<file path="src/rtl/burst_seq_pkg.sv">
package burst_seq_pkg;

   typedef enum logic [1:0] {
      BM_LINEAR     = 2'b00,
      BM_WRAP_SHORT = 2'b01,
      BM_WRAP_LONG  = 2'b10,
      BM_LINEAR_ALT = 2'b11
   } burst_mode_e;

   function automatic logic is_wrap(input burst_mode_e m);
      return (m == BM_WRAP_SHORT) || (m == BM_WRAP_LONG);
   endfunction

endpackage

</file>
<file path="src/rtl/wrap_incr.sv">
module wrap_incr
   import burst_seq_pkg::*;
#(
   parameter int ADDR_W     = 24,
   parameter int WRAP_SHORT = 8,
   parameter int WRAP_LONG  = 16
) (
   input  logic [ADDR_W-1:0] cur_addr,
   input  burst_mode_e       mode,
   output logic [ADDR_W-1:0] nxt_addr
);

   localparam int NUM_WRAP = 2;

   logic [ADDR_W-1:0] wrap_cand [NUM_WRAP];
   logic [ADDR_W-1:0] lin_cand;

   assign lin_cand = cur_addr + ADDR_W'(1);

   for (genvar g = 0; g < NUM_WRAP; g++) begin : g_wrap
      localparam int LEN = (g == 0) ? WRAP_SHORT : WRAP_LONG;
      localparam int LB  = $clog2(LEN);
      logic [LB-1:0] low_next;
      assign low_next     = cur_addr[LB-1:0] + LB'(1);
      assign wrap_cand[g] = {cur_addr[ADDR_W-1:LB], low_next};
   end

   always_comb begin
      unique case (mode)
         BM_WRAP_SHORT: nxt_addr = wrap_cand[0];
         BM_WRAP_LONG:  nxt_addr = wrap_cand[1];
         default:       nxt_addr = lin_cand;
      endcase
   end

endmodule

</file>
<file path="src/rtl/burst_ctrl.sv">
module burst_ctrl
   import burst_seq_pkg::*;
#(
   parameter int WRAP_SHORT = 8,
   parameter int WRAP_LONG  = 16
) (
   input  logic        clk,
   input  logic        rst_n,
   input  logic        start,
   input  burst_mode_e start_mode,
   input  logic        stop,
   input  logic        advance,
   output logic        active,
   output logic        emit,
   output logic        final_word
);

   localparam int CNT_W = $clog2(WRAP_LONG) + 1;

   logic             wrapped;
   logic [CNT_W-1:0] left;

   assign emit       = advance & active & ~start & ~stop;
   assign final_word = wrapped & (left == CNT_W'(1));

   always_ff @(posedge clk) begin
      if (!rst_n) begin
         active  <= 1'b0;
         wrapped <= 1'b0;
         left    <= '0;
      end else if (start) begin
         active  <= 1'b1;
         wrapped <= is_wrap(start_mode);
         left    <= (start_mode == BM_WRAP_LONG) ? CNT_W'(WRAP_LONG) : CNT_W'(WRAP_SHORT);
      end else if (stop) begin
         active  <= 1'b0;
      end else if (emit && wrapped) begin
         left <= left - CNT_W'(1);
         if (left == CNT_W'(1)) active <= 1'b0;
      end
   end

   // the remaining-word count of a live wrapped burst stays within the group
   assert_count_range_R5: assert property (@(posedge clk) disable iff (!rst_n)
      (active && wrapped) |-> (left != '0 && left <= CNT_W'(WRAP_LONG)));

   // emitting the final word of a wrapped burst ends it
   assert_final_ends_R7: assert property (@(posedge clk) disable iff (!rst_n)
      (emit && final_word) |=> !active);

endmodule

</file>
<file path="src/rtl/burst_addr_seq.sv">
module burst_addr_seq
   import burst_seq_pkg::*;
#(
   parameter int ADDR_W     = 24,
   parameter int WRAP_SHORT = 8,
   parameter int WRAP_LONG  = 16
) (
   input  logic              clk,
   input  logic              rst_n,
   input  logic              start,
   input  logic [ADDR_W-1:0] start_addr,
   input  logic [1:0]        start_mode,
   input  logic              stop,
   input  logic              advance,
   output logic [ADDR_W-1:0] addr_out,
   output logic              addr_valid,
   output logic              addr_last
);

   localparam int LB_SHORT = $clog2(WRAP_SHORT);
   localparam int LB_LONG  = $clog2(WRAP_LONG);

   if (WRAP_SHORT < 2 || (1 << LB_SHORT) != WRAP_SHORT)
      $error("WRAP_SHORT must be a power of two of at least 2");
   if ((1 << LB_LONG) != WRAP_LONG || WRAP_LONG <= WRAP_SHORT)
      $error("WRAP_LONG must be a power of two above WRAP_SHORT");
   if (ADDR_W <= LB_LONG || ADDR_W > 32)
      $error("ADDR_W must exceed the long wrap width and not exceed 32");

   burst_mode_e       mode_in;
   burst_mode_e       mode_q;
   logic [ADDR_W-1:0] cur_addr;
   logic [ADDR_W-1:0] nxt_addr;
   logic              active;
   logic              emit;
   logic              final_word;

   assign mode_in = burst_mode_e'(start_mode);

   burst_ctrl #(
      .WRAP_SHORT (WRAP_SHORT),
      .WRAP_LONG  (WRAP_LONG)
   ) u_ctrl (
      .clk        (clk),
      .rst_n      (rst_n),
      .start      (start),
      .start_mode (mode_in),
      .stop       (stop),
      .advance    (advance),
      .active     (active),
      .emit       (emit),
      .final_word (final_word)
   );

   wrap_incr #(
      .ADDR_W     (ADDR_W),
      .WRAP_SHORT (WRAP_SHORT),
      .WRAP_LONG  (WRAP_LONG)
   ) u_incr (
      .cur_addr (cur_addr),
      .mode     (mode_q),
      .nxt_addr (nxt_addr)
   );

   always_ff @(posedge clk) begin
      if (!rst_n) begin
         cur_addr   <= '0;
         mode_q     <= BM_LINEAR;
         addr_out   <= '0;
         addr_valid <= 1'b0;
         addr_last  <= 1'b0;
      end else if (start) begin
         cur_addr   <= start_addr;
         mode_q     <= mode_in;
         addr_valid <= 1'b0;
         addr_last  <= 1'b0;
      end else if (stop) begin
         addr_valid <= 1'b0;
         addr_last  <= 1'b0;
      end else if (advance) begin
         if (emit) begin
            addr_out   <= cur_addr;
            cur_addr   <= nxt_addr;
            addr_valid <= 1'b1;
            addr_last  <= final_word;
         end else begin
            addr_valid <= 1'b0;
            addr_last  <= 1'b0;
         end
      end
   end

   // nothing moves in an idle cycle
   assert_idle_hold_R8: assert property (@(posedge clk) disable iff (!rst_n)
      (!start && !stop && !advance) |=> ($stable(addr_out) && $stable(addr_valid) && $stable(addr_last)));

   // a start pulse clears the output flags
   assert_start_clears_R2: assert property (@(posedge clk) disable iff (!rst_n)
      start |=> (!addr_valid && !addr_last));

   // stop clears the output flags
   assert_stop_clears_R9: assert property (@(posedge clk) disable iff (!rst_n)
      (stop && !start) |=> (!addr_valid && !addr_last));

   // the last flag never appears without a valid word
   assert_last_has_valid_R6: assert property (@(posedge clk) disable iff (!rst_n)
      addr_last |-> addr_valid);

   // advancing past the final word drops valid
   assert_after_last_R7: assert property (@(posedge clk) disable iff (!rst_n)
      (addr_last && advance && !start && !stop) |=> !addr_valid);

   // consecutive linear words differ by one
   assert_linear_step_R3: assert property (@(posedge clk) disable iff (!rst_n)
      (emit && addr_valid && !is_wrap(mode_q)) |=> (addr_out == ADDR_W'($past(addr_out) + 1'b1)));

   // consecutive wrapped words keep the group and step the low bits
   for (genvar g = 0; g < 2; g++) begin : g_wrap_chk
      localparam int          LB   = (g == 0) ? LB_SHORT : LB_LONG;
      localparam burst_mode_e CODE = (g == 0) ? BM_WRAP_SHORT : BM_WRAP_LONG;
      assert_wrap_group_R4: assert property (@(posedge clk) disable iff (!rst_n)
         (emit && addr_valid && mode_q == CODE) |=>
            ((addr_out[ADDR_W-1:LB] == $past(addr_out[ADDR_W-1:LB])) &&
             (addr_out[LB-1:0] == LB'($past(addr_out[LB-1:0]) + 1'b1))));
   end

endmodule

</file>
<file path="config.mk">
export PLATFORM = sky130hd
export DESIGN_NAME = burst_addr_seq
export DESIGN_NICKNAME = d
export VERILOG_FILES = /design/src/rtl/burst_seq_pkg.sv /design/src/rtl/wrap_incr.sv /design/src/rtl/burst_ctrl.sv /design/src/rtl/burst_addr_seq.sv
export SDC_FILE = /design/constraint.sdc
export NUM_CORES = 1
export LEC_CHECK = 0
export ABC_CLOCK_PERIOD_IN_PS = 2300
export BUFFER_PORTS_ARGS = -buffer_cell sky130_fd_sc_hd__buf_2
export CAP_MARGIN = 20
export CORE_UTILIZATION = 25
export CTS_BUF_LIST = sky130_fd_sc_hd__clkbuf_4 sky130_fd_sc_hd__clkbuf_8 sky130_fd_sc_hd__clkbuf_16
export DETAILED_ROUTE_END_ITERATION = 10
export MAX_ROUTING_LAYER = met4
export SKIP_CTS_REPAIR_TIMING = 1
export SYNTH_ARGS = -nofsm -noshare
export SYNTH_HDL_FRONTEND = slang
export SYNTH_SLANG_ARGS = --single-unit
</file>
<file path="constraint.sdc">
create_clock -name clk -period 2.3 [get_ports clk]
set_clock_uncertainty 0.1 [all_clocks]
set_input_delay 0.46 -clock clk [delete_from_list [all_inputs] [get_ports clk]]
set_output_delay 0.46 -clock clk [all_outputs]
set_load 0.1 [all_outputs]
</file>
==> results.yml <==
run_status:
  run_status: "completed"
timing:
  rsz0062_at_grt: "false"
  finalCritPeriodShare: 0.913
  slew_headroom: 0.670
  finalHoldViolCount: 0
  setup_tns_ns: 0
  maxSlewViolCount: 0
  hold_ws_ns: 0.247
  setup_viol_count_final: 0
  max_freq_mhz: 476
  fin_crit_ns: 2.10
  tightest_slew_ns: 0.498
pwr:
  ir_worst_vdd_v: 0.000335
  cellLeakagePower_nw: 1.41
  power_mw: 2.71
  p_int_mw: 2.02
  combPwrFrac: 0.093
  p_sw_frac: 0.254
  powerDensity_mw_per_mm2: 745
  pwr-share-seq: 0.411
  clkPwrFrac: 0.496
  p_sw_uw: 689
synthesis:
  synthTopCellsByArea: "dfxtp_1, nand2_1, a21oi_1, o21ai_0, nor2_1"
  synth_async_sr_flop_share: 0
  synth_warnings: 0
  syn-num-nets: 401
  yosysTopAreaCellShare: 0.408
  yosysSeqAreaShare: 0.408
  synth_area_leader_cell: "dfxtp_1"
  synthDistinctLibCells: 54
  synthFlopType: "dfxtp_1"
  synth-edff-count: 0
  synthCells: 364
  mappedNetlistArea_sq_mm: 0.00290
  avgSynthCellArea_sq_um: 7.96
  ys_ff_latch: 59
cts:
  cts.sinks: 59
  path_clk_slew_ns: 0.06
  cts.path.max_buffers: 2
  cts_tree: "done"
  insertion_delay_ns: 0.33
  root_buffer: "clkbuf_16"
  htree_num_levels: 3
  numCtsBuffers: 9
setup_path:
  cp-start-kind: "flop"
  crit_required_ns: 2.45
  reg2reg_depth: 6
  max_stage_delay_ns: 0.39
  cp-end-kind: "flop"
  crit_slowest_cell: "dfxtp_1"
  crit_chain: "ha_1, and4_1, and3_2, nand3_1, or3_1, a31oi_1"
  worstPathArrival_ns: 2.26
  crit_type: "flop to flop"
  critPathMaxFanout: 5
place:
  dp_hpwl_um: 6140
  io_buffers: 56
  dpl.cell_count: 553
  gp_congestion: 0.868
route:
  first_pass_iters: 4
  vias: 2869
  wl_per_cell_um: 14.8
  drtIter0Drc: 148
  avgViaCountPerCell: 5.04
  ant_nets: 0
  routed_wl_um: 8430
  drc_errors: 0
floorplan:
  rows: 38
  top_level_ports: 57
  die_width_um: 110
  start_util: 0.262
  core_area_sq_mm: 0.0111
  die_area_sq_mm: 0.0120
  die_h_um: 110
grt:
  grt.total_usage: 0.159
  antenna_found_initial: 0
  grt_overflow: 0
  grt_max_degree: 41
  grt_pass1_wl_um: 14200
  grt_pass1_vias: 2864
min_path:
  hp-class: "input pin to flop"
  min_path_cells: 2
layout:
  final_net_count: 461
  diodes: 0
  layout_commonest_cell: "nand2_1"
  fillCellCount: 1183
  multiInputGateArea_sq_mm: 0.00155
  area_growth_pct: 25.5
  fin_util: 0.328
  drive_above_1_share: 0.233
  seqCellArea_sq_mm: 0.00118
  stdcell_count: 569
  layout_common_cells: "nand2_1, dfxtp_1, buf_2"
run:
  maxCapViolCount: 0
layer usage:
layer  GRT usage  vias to the layer above  wire [um]  share of wire
met2       0.252                       91       3810           0.45
met1       0.199                     1330       4010           0.48
met3      0.0237                       14        434          0.051
met4      0.0733                        0        180          0.021
li1            -                     1434          -              -
met5           -                        -          0              0
sequential cells by signal, indices dropped and copies added, names as in the netlist:
| signal | count |
|---|---|
| u_ctrl.wrapped | 1 |
| mode_q | 2 |
| cur_addr | 24 |
| addr_valid | 1 |
| addr_out | 24 |
| addr_last | 1 |
| u_ctrl.active | 1 |
| u_ctrl.left | 5 |
through the flow:
stage,worst slack (ns),instance area [sq um]
finish,0.199,3640
global route,0.0860,3640
global placement,0.282,3330
floorplan,0.346,2900
detailed placement,0.197,3330
CTS,0.227,3640
cell families after synthesis:
group,after synthesis,synth area share
simple gates,150,0.250
compound gates,105,0.217
flops,59,0.408
buf+inv,32,0.0592
mux,8,0.0285
fa+ha+maj,6,0.0259
xor+xnor,4,0.0121
Yosys cell counts, types with 6 or more instances:
cell type,number
ha_1,6
nor2_1,21
o21ai_0,21
nand2_1,74
nor3_1,6
clkbuf_1,13
nand4_1,12
mux2i_1,6
a21oi_1,49
dfxtp_1,59
a31oi_1,6
nand3_1,9
inv_1,10
worst max-delay path, delay by kind of cell (launching register included):
| kind | cells | cell delay [ns] |
|---|---|---|
| adder cells (fa/ha/maj) | 1 | 0.25 |
| AO/OA/AOI/OAI | 1 | 0.17 |
| AND/OR/NAND/NOR | 4 | 1.12 |
| flip-flops | 1 | 0.39 |
power groups by stage:
stage                     clock (mW)  sequential (mW)  combinational (mW)
after floorplan                    0             1.14               0.149
after global placement             0             1.13               0.247
after detailed placement           0             1.13               0.252
after CTS                       1.37             1.11               0.253
after global routing            1.42             1.12               0.282
final                           1.34             1.11               0.253
worst paths after layout:
check,startpoint,end,slack [ns]
worst min-delay path,stop,addr_last,0.25
worst min register to register,addr_out[20],addr_out[20],0.35
worst max-delay path,cur_addr[1],cur_addr[16],0.20
worst max register to register,cur_addr[1],cur_addr[16],0.20
layout make-up:
class | instances | share of cell area
multi-input cells | 273 | 0.425
flip-flops and latches | 59 | 0.325
repair buffers | 71 | 0.108
clock buffers | 10 | 0.0657
well taps | 140 | 0.0482
clock inverters | 6 | 0.0179
inverters | 10 | 0.0103
Note: power is estimated with default switching activity, not from simulation.
